### src/rtl/bcu_pkg.sv
package bcu_pkg;
  localparam int OP_W = 5;

  typedef enum logic [OP_W-1:0] {
    OP_NONE    = 5'd0,
    OP_CMP_S   = 5'd1,
    OP_CMP_U   = 5'd2,
    OP_CMPI_S  = 5'd3,
    OP_CMPI_U  = 5'd4,
    OP_ADD_C   = 5'd5,
    OP_SUB_B   = 5'd6,
    OP_BR_EQ   = 5'd7,
    OP_BR_NE   = 5'd8,
    OP_BZ_EQ   = 5'd9,
    OP_BZ_NE   = 5'd10,
    OP_BZ_LT   = 5'd11,
    OP_BZ_GE   = 5'd12,
    OP_BZ_LE   = 5'd13,
    OP_BZ_GT   = 5'd14,
    OP_BR_C    = 5'd15,
    OP_BR_NC   = 5'd16,
    OP_BR_AL   = 5'd17,
    OP_CALL    = 5'd18,
    OP_JREG    = 5'd19,
    OP_JCALL   = 5'd20
  } bcu_op_e;

  localparam logic [1:0] DSEL_SHORT = 2'd0;
  localparam logic [1:0] DSEL_MID   = 2'd1;
endpackage

### src/rtl/bcu_disp_ext.sv
module bcu_disp_ext
  import bcu_pkg::*;
#(
  parameter int W       = 32,
  parameter int DISP_W  = 24,
  parameter int SHORT_W = 8,
  parameter int MID_W   = 16
) (
  input  logic [1:0]        dsel_i,
  input  logic [DISP_W-1:0] disp_i,
  output logic [W-1:0]      off_o,
  output logic [W-1:0]      imm_o
);
  logic [W-1:0] short_x, mid_x, long_x;

  assign short_x = {{(W-SHORT_W){disp_i[SHORT_W-1]}}, disp_i[SHORT_W-1:0]};
  assign mid_x   = {{(W-MID_W){disp_i[MID_W-1]}}, disp_i[MID_W-1:0]};
  assign long_x  = {{(W-DISP_W){disp_i[DISP_W-1]}}, disp_i};
  assign imm_o   = mid_x;

  always_comb begin
    case (dsel_i)
      DSEL_SHORT: off_o = short_x;
      DSEL_MID:   off_o = mid_x;
      default:    off_o = long_x;
    endcase
  end
endmodule

### src/rtl/bcu_cond_alu.sv
module bcu_cond_alu
  import bcu_pkg::*;
#(
  parameter int W = 32
) (
  input  bcu_op_e      op_i,
  input  logic [W-1:0] a_i,
  input  logic [W-1:0] b_i,
  input  logic [W-1:0] imm_i,
  input  logic         cond_i,
  output logic         cond_o,
  output logic [W-1:0] sum_o
);
  logic [W:0]   add_full;
  logic [W-1:0] sub_res;
  logic [W-1:0] cin;

  assign cin      = {{(W-1){1'b0}}, cond_i};
  assign add_full = {1'b0, a_i} + {1'b0, b_i} + {1'b0, cin};
  assign sub_res  = a_i - b_i - cin;

  always_comb begin
    cond_o = cond_i;
    sum_o  = '0;
    case (op_i)
      OP_CMP_S:  cond_o = $signed(a_i) < $signed(b_i);
      OP_CMP_U:  cond_o = a_i < b_i;
      OP_CMPI_S: cond_o = $signed(a_i) < $signed(imm_i);
      OP_CMPI_U: cond_o = a_i < imm_i;
      OP_ADD_C: begin
        sum_o  = add_full[W-1:0];
        cond_o = add_full[W];
      end
      OP_SUB_B: begin
        sum_o  = sub_res;
        cond_o = a_i < b_i;
      end
      default: ;
    endcase
  end
endmodule

### src/rtl/bcu_branch_eval.sv
module bcu_branch_eval
  import bcu_pkg::*;
#(
  parameter int W = 32
) (
  input  bcu_op_e      op_i,
  input  logic [W-1:0] a_i,
  input  logic [W-1:0] b_i,
  input  logic [W-1:0] pc_i,
  input  logic [W-1:0] off_i,
  input  logic         cond_i,
  output logic         taken_o,
  output logic [W-1:0] target_o,
  output logic         link_en_o,
  output logic [W-1:0] link_o
);
  localparam logic [W-1:0] STEP = W'(4);

  logic [W-1:0] pc_al, a_al, rel_tgt, ret_addr;
  logic         a_zero, a_neg;

  assign pc_al    = {pc_i[W-1:2], 2'b00};
  assign a_al     = {a_i[W-1:2], 2'b00};
  assign rel_tgt  = pc_al + {off_i[W-3:0], 2'b00};
  assign ret_addr = pc_al + STEP;
  assign a_zero   = (a_i == '0);
  assign a_neg    = a_i[W-1];

  always_comb begin
    taken_o   = 1'b0;
    target_o  = rel_tgt;
    link_en_o = 1'b0;
    link_o    = '0;
    case (op_i)
      OP_BR_EQ: taken_o = (a_i == b_i);
      OP_BR_NE: taken_o = (a_i != b_i);
      OP_BZ_EQ: taken_o = a_zero;
      OP_BZ_NE: taken_o = !a_zero;
      OP_BZ_LT: taken_o = a_neg;
      OP_BZ_GE: taken_o = !a_neg;
      OP_BZ_LE: taken_o = a_neg || a_zero;
      OP_BZ_GT: taken_o = !a_neg && !a_zero;
      OP_BR_C:  taken_o = cond_i;
      OP_BR_NC: taken_o = !cond_i;
      OP_BR_AL: taken_o = 1'b1;
      OP_CALL: begin
        taken_o   = 1'b1;
        link_en_o = 1'b1;
        link_o    = ret_addr;
      end
      OP_JREG: begin
        taken_o  = 1'b1;
        target_o = a_al;
      end
      OP_JCALL: begin
        taken_o   = 1'b1;
        target_o  = a_al;
        link_en_o = 1'b1;
        link_o    = ret_addr;
      end
      default: ;
    endcase
  end
endmodule

### src/rtl/bcu_top.sv
module bcu_top
  import bcu_pkg::*;
#(
  parameter int W      = 32,
  parameter int DISP_W = 24
) (
  input  logic              clk,
  input  logic              rst,
  input  logic [OP_W-1:0]   op_i,
  input  logic [1:0]        dsel_i,
  input  logic [W-1:0]      a_i,
  input  logic [W-1:0]      b_i,
  input  logic [DISP_W-1:0] disp_i,
  input  logic [W-1:0]      pc_i,
  input  logic              cond_i,
  output logic              cond_o,
  output logic              taken_o,
  output logic [W-1:0]      target_o,
  output logic              link_en_o,
  output logic [W-1:0]      link_o,
  output logic [W-1:0]      sum_o
);
  bcu_op_e      op;
  logic [W-1:0] off, imm, sum_d, tgt_d, link_d;
  logic         cond_d, taken_d, link_en_d;

  assign op = bcu_op_e'(op_i);

  bcu_disp_ext #(.W(W), .DISP_W(DISP_W)) u_ext (
    .dsel_i(dsel_i), .disp_i(disp_i), .off_o(off), .imm_o(imm)
  );

  bcu_cond_alu #(.W(W)) u_alu (
    .op_i(op), .a_i(a_i), .b_i(b_i), .imm_i(imm), .cond_i(cond_i),
    .cond_o(cond_d), .sum_o(sum_d)
  );

  bcu_branch_eval #(.W(W)) u_br (
    .op_i(op), .a_i(a_i), .b_i(b_i), .pc_i(pc_i), .off_i(off),
    .cond_i(cond_i), .taken_o(taken_d), .target_o(tgt_d),
    .link_en_o(link_en_d), .link_o(link_d)
  );

  always_ff @(posedge clk) begin
    if (rst) begin
      cond_o    <= 1'b0;
      taken_o   <= 1'b0;
      target_o  <= '0;
      link_en_o <= 1'b0;
      link_o    <= '0;
      sum_o     <= '0;
    end else begin
      cond_o    <= cond_d;
      taken_o   <= taken_d;
      target_o  <= tgt_d;
      link_en_o <= link_en_d;
      link_o    <= link_d;
      sum_o     <= sum_d;
    end
  end

  assert_reset_clear_R1: assert property (@(posedge clk)
    rst |=> (!cond_o && !taken_o && target_o == '0 && !link_en_o &&
             link_o == '0 && sum_o == '0));

  assert_no_link_R3: assert property (@(posedge clk) disable iff (rst)
    !(op_i == OP_CALL || op_i == OP_JCALL) |=> (!link_en_o && link_o == '0));

  assert_cmp_equal_R4: assert property (@(posedge clk) disable iff (rst)
    ((op_i == OP_CMP_S || op_i == OP_CMP_U) && a_i == b_i) |=> !cond_o);

  assert_always_taken_R10: assert property (@(posedge clk) disable iff (rst)
    (op_i == OP_BR_AL || op_i == OP_CALL) |=> taken_o);

  assert_jump_aligned_R11: assert property (@(posedge clk) disable iff (rst)
    (op_i == OP_JREG || op_i == OP_JCALL) |=> (taken_o && target_o[1:0] == 2'b00));

  assert_flag_pass_R12: assert property (@(posedge clk) disable iff (rst)
    (op_i == OP_NONE) |=> (cond_o == $past(cond_i) && !taken_o && sum_o == '0));
endmodule

### config.mk
export PLATFORM = sky130hd
export DESIGN_NAME = bcu_top
export DESIGN_NICKNAME = d
export VERILOG_FILES = /design/src/rtl/bcu_pkg.sv /design/src/rtl/bcu_disp_ext.sv /design/src/rtl/bcu_cond_alu.sv /design/src/rtl/bcu_branch_eval.sv /design/src/rtl/bcu_top.sv
export SDC_FILE = /design/constraint.sdc
export NUM_CORES = 1
export LEC_CHECK = 0
export ABC_CLOCK_PERIOD_IN_PS = 6250
export BUFFER_PORTS_ARGS = -buffer_cell sky130_fd_sc_hd__buf_2
export CAP_MARGIN = 15
export CORE_ASPECT_RATIO = 1.25
export CORE_MARGIN = 4
export CORE_UTILIZATION = 34
export CTS_CLUSTER_DIAMETER = 40
export DETAILED_ROUTE_END_ITERATION = 12
export SYNTH_ARGS = -nofsm -noshare
export SYNTH_HDL_FRONTEND = slang
export SYNTH_HIERARCHICAL = 1
export SYNTH_SLANG_ARGS = --single-unit
### constraint.sdc
create_clock -name clk -period 6.25 [get_ports clk]
set_input_delay 1.25 -clock clk [delete_from_list [all_inputs] [get_ports clk]]
set_output_delay 1.25 -clock clk [all_outputs]
set_load 0.005 [all_outputs]
**Yosys cells after proc, flatten, opt, wreduce, memory -nomap -nowiden**

Index checks and enable logic that the tools add are counted.

- Output and inout bits: 99
- RAM bits: 0
- Memory bits (read-only): 0
- Memories: 0
- Flip-flop bits (word level): 99
- Logic and storage cells: 60
- Bits in latches: 0
- Bits of input ports: 130

- Reductions and logical operators: 13
- Bitwise logic cells: 1
- Magnitude comparators: 4
- Multipliers: 0
- Mux-type cells: 6
- Equality and inequality tests: 23
- Shift-type cells: 0
- Divide/modulo/power cells: 0
- $add $sub $neg: 6

Operators with widths:

| kind | count |
|---|---|
| less-than comparator 32 bit | 3 |
| one-hot mux 32 bit (2 select lines) | 1 |
| one-hot mux 30 bit (2 select lines) | 1 |
| == test 5 x 4 -> 1 bit, second input constant | 8 |
| adder 32 x 32 -> 33 bit | 1 |
| adder 33 x 1 -> 33 bit | 1 |
| adder 32 x 3 -> 32 bit, second input constant | 1 |
| adder 32 bit | 1 |
| == test 32 bit | 1 |
| logical NOT 32 bit | 1 |
| less-than comparator 32 x 16 -> 1 bit | 1 |
| two-way mux 32 bit | 1 |
| != test 32 bit | 1 |
| subtractor 32 x 1 -> 32 bit | 1 |
| subtractor 32 bit | 1 |
| == test 5 bit, second input constant | 5 |
| == test 5 x 3 -> 1 bit, second input constant | 4 |
| one-hot mux 1 bit (11 select lines) | 1 |
| == test 5 x 2 -> 1 bit, second input constant | 2 |
| OR reduction 2 bit | 4 |
| == test 5 x 1 -> 1 bit, second input constant | 1 |
| one-hot mux 1 bit (5 select lines) | 1 |
| OR reduction 4 bit | 1 |
| logical NOT 1 bit | 3 |
| 7 further kinds | 7 |

**Longest topological paths before layout**

Gate-level depths: netlist (run 1).

- Depth after elaboration: 4
- Depth in mapped cells: 18
- Depth with buffers taken out: 16

**Cells and area by module**

Netlist (run 1), hierarchy kept.

By module, submodules not included:

| module | times used | cells an instance | area an instance (um^2) | seq. area each (um^2) |
|---|---|---|---|---|
| bcu_cond_alu | 1 | 817 | 5753.0 | 0.0 |
| bcu_branch_eval | 1 | 512 | 3340.7 | 0.0 |
| bcu_top | 1 | 209 | 2675.1 | 1981.9 |
| bcu_disp_ext | 1 | 86 | 598.1 | 0.0 |

**Least setup slack after synthesis (run 1)**

Ideal clock, no wire load.

- Path kind: input -> register
- From: in b_i[0]
- To: reg sum_o[18]
- Required time: 6.132 ns
- Path buffers: 0
- Stages on the path: 15
- Data arrival time: 4.115 ns
- Slack: 2.017 ns
- Setup time: 0.118 ns
- Cells stage by stage: inv_1 > fa_1 > fa_1 > nand2b_1 > a21oi_1 > o21ai_1 > a21o_1 > a21o_1 > a31oi_1 > o21bai_1 > a21o_1 > a41o_1 > xor2_1 > a22o_1 > nor2b_1

- Longest elaborated chain between the ends: 3
- Elaborated cells between the ends (all ways): 5
- Those cells by class: 4 x add/sub; 1 x mux

RTL lines:

| element | line | text |
|---|---|---|
| start, declared | bcu_top.sv:12 | `input logic [W-1:0] b_i,` |
| adder 32 x 32 -> 33 bit / subtractor 32 bit (equally long branches) | bcu_cond_alu.sv:19, bcu_cond_alu.sv:20 |  |
| adder 33 x 1 -> 33 bit / subtractor 32 x 1 -> 32 bit (equally long branches) | bcu_cond_alu.sv:19, bcu_cond_alu.sv:20 |  |
| one-hot mux 32 bit (2 select lines) (*) | bcu_cond_alu.sv:25 | `case (op_i)` |
| net sum_d[18] | bcu_top.sv:24 | `logic [W-1:0] off, imm, sum_d, tgt_d, link_d;` |
| end signal, assigned | bcu_top.sv:58 | `sum_o <= sum_d;` |
| end, declared | bcu_top.sv:21 | `output logic [W-1:0] sum_o` |

The timed path passes the listed nets; every way through them passes the cells marked *.
A chain may end at the register's enable or synchronous reset.

**Final worst setup path (run 1)**

- From: in a_i[17]
- To: reg sum_o[31]

- Longest elaborated chain between the ends: 3
- Elaborated cells between the ends (all ways): 5
- Those cells by class: 4 x add/sub; 1 x mux

RTL lines:

| element | line | text |
|---|---|---|
| start, declared | bcu_top.sv:11 | `input logic [W-1:0] a_i,` |
| adder 32 x 32 -> 33 bit / subtractor 32 bit (equally long branches) | bcu_cond_alu.sv:19, bcu_cond_alu.sv:20 |  |
| adder 33 x 1 -> 33 bit / subtractor 32 x 1 -> 32 bit (equally long branches) | bcu_cond_alu.sv:19, bcu_cond_alu.sv:20 |  |
| one-hot mux 32 bit (2 select lines) (*) | bcu_cond_alu.sv:25 |  |
| net sum_d[31] | bcu_top.sv:24 |  |

Marked as above.

==> impl_metrics.json, run 1 <==
{
  "track_usage": 0.1956,
  "start_kind": "input pin",
  "grt_pass1_vias": 11290,
  "cts_setup_buffers": 0,
  "max_freq_ghz": 0.2171,
  "setup_violations": 0,
  "nets": 2080,
  "die_h_um": 221.1,
  "hold_path.class": "input pin to flip-flop",
  "irDropWorstVdd_v": 0.00009718,
  "place.detailed.hpwl_um": 32180,
  "path_buf_inv": 3,
  "fp.dieArea_um2": 39460,
  "p_sw_uw": 960.1,
  "worst_pin_slew_ns": 1.088,
  "seqPwrFrac": 0.281,
  "setup_tns_ns": 0,
  "grt_max_degree": 100,
  "finalHoldViolCount": 0,
  "core_area_um2": 35650,
  "cts_made_buffers": 9,
  "first_iter_violations": 565,
  "end_kind": "flip-flop",
  "relSlewSlack": 0.2748,
  "worstPathCellList": "buf_2, inv_1, ha_1, inv_1, ha_1, and4_1, and4_1, a31o_2, o31ai_4, a21oi_2, o311ai_4, mux2i_1, a211oi_2, o21ai_0, mux2i_1, o21ai_1, nor2b_1",
  "cp_max_fo": 7,
  "period_needed_ns": 4.606,
  "syn_to_final_growth_pct": 11.85,
  "ios": 229,
  "rows": 77,
  "clockRootBuffer": "clkbuf_16",
  "wl_um": 39570,
  "numPortBuffers": 226,
  "grt_pass1_wl_um": 61110,
  "powerDensity_nw_per_um2": 175.5,
  "first_pass_iters": 5,
  "intPower_uw": 1465,
  "p_clk_frac": 0.255,
  "cts_tree": "yes",
  "ant_nets": 0,
  "drive_above_1_share": 0.1642,
  "initial_utilization": 0.3465,
  "die_w_um": 178.5,
  "cts_buffer_depth": 2,
  "drc_errors": 0,
  "viasPerCell": 5.111,
  "num_vias": 11490,
  "hold_buffers": 0,
  "critPathMaxStageDelay_ns": 0.43,
  "clkTransAtPathRegs_ns": 0.08,
  "comb_power_share": 0.463,
  "timing.final.max_slew_violations": 0,
  "synthesis.area_um2": 12350,
  "p_leak_uw": 0.006754,
  "cp.arrival_ns": 4.85,
  "yosys_warnings": 6,
  "worstSetupPathType": "input pin to flip-flop",
  "wl_per_cell_um": 17.61,
  "grt.overflow.total": 0,
  "syn-instance-count": 1622,
  "htree_levels": 3,
  "path_delay_family": "compound AO/OA/AOI/OAI gates",
  "finalCritPeriodShare": 0.7370,
  "cap_viol_max_count": 0,
  "rsz0062_at_grt": "no",
  "grt_antenna_before_repair": 7,
  "switching_share": 0.3958,
  "post_cts_resized": 0,
  "dp.cells": 2224,
  "clkSinkCount": 99,
  "stdcell_count": 2247,
  "slowest_stage": "ha_1",
  "status": "finished clean",
  "required_ns": 6.49,
  "avgSynthCellArea_um2": 7.615,
  "routabilityCongestion": 0.8981
}
## sequential cells by signal, summed over array words and instances, names as in the netlist
signal     count
cond_o         1
link_en_o      1
link_o        32
sum_o         32
taken_o        1
target_o      32
## per-layer routing
layer | routed length [µm] | up-vias | global-route usage
met1 | 16450 | 5289 | 0.2289
li1 | - | 5839 | -
met5 | 0 | - | 0
met2 | 20000 | 294 | 0.3476
met3 | 1471 | 63 | 0.02629
met4 | 1642 | 0 | 0.09314
## final timing paths
kind              endpoint  slack, ns  depth (start not counted)     from
min   link_o[2]$_SDFF_PP0_       1.22                          3  pc_i[2]
max   sum_o[31]$_SDFF_PP0_       1.64                         17  a_i[17]
## through the flow
stage / total power [µW] / setup slack [ns] / area [µm²] / utilization / hold WS, ns
2_1_floorplan: 1498 / 2.017 / 12360 / - / 1.432
4_1_cts: 2443 / 1.675 / 13800 / 0.3871 / 1.211
5_1_grt: 2602 / 1.458 / 13820 / 0.3876 / 1.252
3_5_place_dp: 1809 / 1.281 / 13490 / 0.3783 / 1.626
3_3_place_gp: 1798 / 1.281 / 13490 / 0.3783 / 1.614
6_report: 2425 / 1.644 / 13820 / 0.3876 / 1.224
## cell type report
type                    instances  area [µm²]
multi-input cells            1238        9057
repair buffers                231        1171
inverters                     182       683.2
diodes                          7       17.52
flip-flops and latches         99        1982
fillers                      3829       21830
clock inverters                 6       72.57
clock buffers                  10       239.0
well taps                     474       593.1
## placed cells by master, fill, tap and decap left out, types with 5 or more instances in the layout
cell type and count:
buf_2 225, ha_1 184, inv_1 181, a21oi_1 121, nor2_1 117, nor2b_1 112
dfxtp_1 99, nand2_1 82, xor2_1 74, o21ai_0 63, xnor2_1 58, a21o_1 53
nand3_1 34, nor3_1 31, o22ai_1 31, nand4_1 28, o21bai_1 20, nor4_1 20
mux2i_1 14, nand2b_1 13, or3_1 12, a31oi_1 10, clkbuf_16 9, and3_1 9
a211oi_1 9, o211ai_1 9, o31ai_1 9, diode_2 7, a211o_1 7, buf_4 6
o21a_1 6, a21oi_2 5, fa_1 5
## power by group through the flow
stage	combinational (µW)	sequential, µW	clock [µW]
floorplan	797	702	0
global placement	1100	698	0
detailed placement	1110	698	0
CTS	1120	684	641
global route	1250	687	668
finish	1120	683	619
(Power assumes the default switching activity.)
==> run 2: changes to the inputs <==
- ABC_CLOCK_PERIOD_IN_PS: 6250 -> 4800
- clock period: 6.25 -> 4.8 ns (I/O delays scaled with it)
==> run 2 against run 1 <==
First-iteration DRC count up 8.0%. Flip-flop and latch count unchanged. Clock-buffer cell count up 1. Critical path type unchanged. Critical endpoint is now sum_o[28]$_SDFF_PP0_.
==> impl_metrics.json, run 2 (same netlist as run 1, synthesis figures left out) <==
{
  "drc_errors": 0,
  "clkTransAtPathRegs_ns": 0.08,
  "wl_um": 39670,
  "nets": 2109,
  "intPower_uw": 1894,
  "cts_setup_buffers": 0,
  "routabilityCongestion": 0.9067,
  "cts_buffer_depth": 2,
  "initial_utilization": 0.3465,
  "track_usage": 0.1961,
  "powerDensity_nw_per_um2": 225.3,
  "setup_violations": 0,
  "cap_viol_max_count": 0,
  "viasPerCell": 5.087,
  "ant_nets": 0,
  "path_delay_family": "compound AO/OA/AOI/OAI gates",
  "irDropWorstVdd_v": 0.0001541,
  "stdcell_count": 2277,
  "max_freq_ghz": 0.2361,
  "drive_above_1_share": 0.1777,
  "fillers": 3812,
  "die_w_um": 178.5,
  "die_h_um": 221.1,
  "clkSinkCount": 99,
  "path_buf_inv": 2,
  "fin_total_pwr_uw": 3159,
  "final_common_cell": "buf_2",
  "first_iter_violations": 610,
  "clockRootBuffer": "clkbuf_16",
  "grtUsageMet1": 0.2334,
  "end_kind": "flip-flop",
  "cts_made_buffers": 9,
  "finalCritPeriodShare": 0.8822,
  "ios": 229,
  "grt_util_met2": 0.3482,
  "grt_pass1_wl_um": 61300,
  "busiest_layer": "met2",
  "grt_max_degree": 100,
  "place.detailed.hpwl_um": 32380,
  "rsz0062_at_grt": "no",
  "setup_tns_ns": 0,
  "hold_buffers": 0,
  "worst_pin_slew_ns": 1.074,
  "worstSetupPathType": "input pin to flip-flop",
  "cp.arrival_ns": 4.47,
  "first_pass_iters": 5,
  "switching_share": 0.4006,
  "final_cell_mix": "225 x buf_2, 184 x ha_1, 181 x inv_1",
  "critPathMaxStageDelay_ns": 0.43,
  "syn_to_final_growth_pct": 13.51,
  "grt_antenna_before_repair": 8,
  "post_cts_resized": 0,
  "cts_tree": "yes",
  "start_kind": "input pin",
  "grtUsageMet3": 0.02509,
  "seqPwrFrac": 0.282,
  "p_clk_frac": 0.247,
  "status": "finished clean",
  "required_ns": 5.04,
  "relSlewSlack": 0.2839,
  "fp.dieArea_um2": 39460,
  "slowest_stage": "fa_1",
  "timing.final.max_slew_violations": 0,
  "period_needed_ns": 4.235,
  "worstPathCellList": "buf_2, inv_1, fa_1, fa_1, nand2b_1, a21oi_1, o21ai_1, a21o_1, a21o_1, a211o_1, a311oi_2, o21ai_0, o21ai_0, xor2_1, o22ai_1, nor2b_1",
  "core_area_um2": 35650,
  "top_regs": "link_o: 32 flops, sum_o: 32 flops, target_o: 32 flops",
  "wl_per_cell_um": 17.42,
  "grt_pass1_vias": 11270,
  "p_sw_uw": 1266,
  "num_vias": 11580,
  "dp.cells": 2253,
  "comb_power_share": 0.472,
  "hold_path.class": "input pin to flip-flop",
  "finalHoldViolCount": 0,
  "htree_levels": 3,
  "cp_max_fo": 5,
  "numPortBuffers": 226,
  "p_leak_uw": 0.006879,
  "grt.overflow.total": 0,
  "rows": 77
}
run 2: changes by cell type in the layout (fill, tap and decap cells not counted):
cell	delta
clkinv_2	-1
diode_2	+1
buf_4	+29
clkinv_4	-1
clkinvlp_4	+2
bufinv_16	-1
clkbuf_8	+1
run 2: worst paths after layout:
| path | start | end | slack [ns] | cells past startpoint |
|---|---|---|---|---|
| setup / recovery | cond_i | sum_o[28]$_SDFF_PP0_ | 0.57 | 16 |
| hold / removal | pc_i[2] | link_o[2]$_SDFF_PP0_ | 0.93 | 3 |
run 2: power groups by stage:
stage	registers (µW)	clock network (µW)	logic, µW
2_1_floorplan	914	0	1040
6_report	890	779	1490
4_1_cts	891	819	1480
3_3_place_gp	910	0	1460
3_5_place_dp	910	0	1470
5_1_grt	896	834	1660
run 2: per-layer routing:
| metal | wire length, µm | vias to the layer above | share of wire |
|---|---|---|---|
| met1 | 16760 | 5362 | 0.42 |
| met4 | 1553 | 2 | 0.039 |
| met2 | 19920 | 262 | 0.50 |
| li1 | - | 5902 | - |
| met5 | 17 | - | 0.00043 |
| met3 | 1422 | 56 | 0.036 |
run 2: final cells by class:
type                    count  area (µm²)  share of cell area
repair buffers            260        1389             0.09905
inverters                 182       683.2             0.04872
well taps                 474       593.1             0.04230
multi-input cells        1238        9057              0.6460
flip-flops and latches     99        1982              0.1414
clock inverters             5       43.79            0.003123
clock buffers              11       252.7             0.01803
diodes                      8       20.02            0.001428
run 2: through the flow:
stage            util  hold slack [ns]  cell area, µm²  setup slack [ns]
3_5_place_dp   0.3845            1.333           13700            0.2502
2_1_floorplan       -            1.142           12360            0.8574
6_report       0.3933           0.9334           14020            0.5653
4_1_cts        0.3928           0.9026           14000            0.6417
5_1_grt        0.3933           0.9491           14020            0.3554
3_3_place_gp   0.3845            1.322           13700            0.2073
==> run 3: changes to the inputs <==
- CORE_UTILIZATION: 34 -> 30
==> run 3 against run 2 <==
Sequential power about the same. Utilization decreased by 4.4 points. Sequential share of layout area decreased by 0.11 points. Highest routed layer unchanged. Global-route usage decreased by 1.7 points. Maximum frequency decreased by 0.17%. First-iteration DRC count decreased by 0.82%. Largest cell class unchanged. Largest power group unchanged. Critical endpoint unchanged. Cell count increased by 3.2%.
==> impl_metrics.json, run 3 (same netlist as run 1, synthesis figures left out) <==
{
  "p_clk_frac": 0.257,
  "end_kind": "flip-flop",
  "ant_nets": 0,
  "final_area_um2": 14130,
  "wl_um": 41290,
  "routabilityCongestion": 0.8872,
  "cp.arrival_ns": 4.47,
  "place.detailed.hpwl_um": 33830,
  "top_regs": "link_o: 32 flops, sum_o: 32 flops, target_o: 32 flops",
  "die_h_um": 234.9,
  "hp-start": "pc_i[2]",
  "drive_above_1_share": 0.1772,
  "hold_path.class": "input pin to flip-flop",
  "cts_tree": "yes",
  "num_vias": 11490,
  "track_usage": 0.1792,
  "final_common_cell": "buf_2",
  "path_delay_family": "compound AO/OA/AOI/OAI gates",
  "rows": 82,
  "viasPerCell": 4.889,
  "path_buf_inv": 2,
  "cts_made_buffers": 9,
  "grt_pass1_wl_um": 63530,
  "drc_errors": 0,
  "start_kind": "input pin",
  "cts_setup_buffers": 0,
  "critPathMaxStageDelay_ns": 0.43,
  "clkSinkCount": 99,
  "worstPathCellList": "buf_2, inv_1, fa_1, fa_1, nand2b_1, a21oi_1, o21ai_1, a21o_1, a21o_1, a211o_1, a311oi_2, o21ai_0, o21ai_0, xor2_1, o22ai_1, nor2b_1",
  "syn_to_final_growth_pct": 14.36,
  "clkTransAtPathRegs_ns": 0.08,
  "core_area_um2": 40420,
  "rsz0062_at_grt": "no",
  "grt.overflow.total": 0,
  "powerDensity_nw_per_um2": 227.6,
  "period_needed_ns": 4.242,
  "cp_num_cells": 16,
  "finalCritPeriodShare": 0.8838,
  "p_leak_uw": 0.006888,
  "seqPwrFrac": 0.277,
  "worstSetupPathType": "input pin to flip-flop",
  "finalHoldViolCount": 0,
  "numPortBuffers": 226,
  "required_ns": 5.03,
  "fp.dieArea_um2": 44500,
  "crit_end": "sum_o[28]$_SDFF_PP0_",
  "relSlewSlack": 0.2676,
  "slowest_stage": "fa_1",
  "post_cts_resized": 0,
  "die_w_um": 189.5,
  "cp_max_fo": 5,
  "p_sw_uw": 1270,
  "crit_path_start": "cond_i",
  "comb_power_share": 0.466,
  "grt_pass1_vias": 11610,
  "intPower_uw": 1944,
  "grt_antenna_before_repair": 9,
  "clockRootBuffer": "clkbuf_16",
  "setup_violations": 0,
  "cap_viol_max_count": 0,
  "wl_per_cell_um": 17.58,
  "setup_tns_ns": 0,
  "final_core_util": 0.3494,
  "first_iter_violations": 605,
  "grt_max_degree": 100,
  "whs_path_depth": 3,
  "status": "finished clean",
  "max_freq_ghz": 0.2357,
  "switching_share": 0.3951,
  "cts_buffer_depth": 2,
  "timing.final.max_slew_violations": 0,
  "hold_buffers": 0,
  "final_cell_mix": "225 x buf_2, 184 x ha_1, 181 x inv_1",
  "first_pass_iters": 5,
  "ios": 229,
  "htree_levels": 3,
  "nets": 2109,
  "worst_pin_slew_ns": 1.099,
  "initial_utilization": 0.3056,
  "irDropWorstVdd_v": 0.0001815,
  "post_dp_cell_area_um2": 13790
}
-- run 3: worst min path at each step --
stage,to,slack (ns)
final,link_o[2]$_SDFF_PP0_,0.92
after global placement,link_o[2]$_SDFF_PP0_,1.32
after global routing,link_o[2]$_SDFF_PP0_,0.95
after CTS,link_o[2]$_SDFF_PP0_,0.91
after floorplan,link_o[2]$_SDFF_PP0_,1.14
after detailed placement,link_o[2]$_SDFF_PP0_,1.33
-- run 3: power groups by stage --
stage                     combinational, µW  sequential, µW  clock (µW)
after floorplan                        1040             914           0
after detailed placement               1480             910           0
after global placement                 1470             909           0
after CTS                              1500             891         861
final                                  1500             889         827
after global routing                   1670             895         891
-- run 3: layout make-up --
type	count	area, µm²
Fill cell	4420	26300
Multi-Input combinational cell	1238	9057
Sequential cell	99	1982
Timing Repair Buffer	260	1389
Inverter	182	683.2
Tap cell	546	683.2
Clock buffer	12	256.5
Clock inverter	4	55.05
Antenna cell	8	20.02
-- run 3: routing by layer --
layer | track usage | up-vias | share of wire
met3 | 0.02613 | 62 | 0.040
met2 | 0.3241 | 287 | 0.50
li1 | - | 5879 | -
met4 | 0.07807 | 2 | 0.036
met5 | 0 | - | 0.00027
met1 | 0.2085 | 5255 | 0.42
-- run 3: per-stage QoR --
stage / hold WS [ns] / setup slack (ns) / total power (µW) / cells
6_report: 0.9237 / 0.5579 / 3215 / 2349
5_1_grt: 0.9500 / 0.3567 / 3452 / 2349
4_1_cts: 0.9089 / 0.5590 / 3247 / 2341
3_5_place_dp: 1.330 / 0.1844 / 2394 / 2325
3_3_place_gp: 1.324 / 0.1617 / 2377 / 2325
2_1_floorplan: 1.142 / 0.8574 / 1951 / 1625
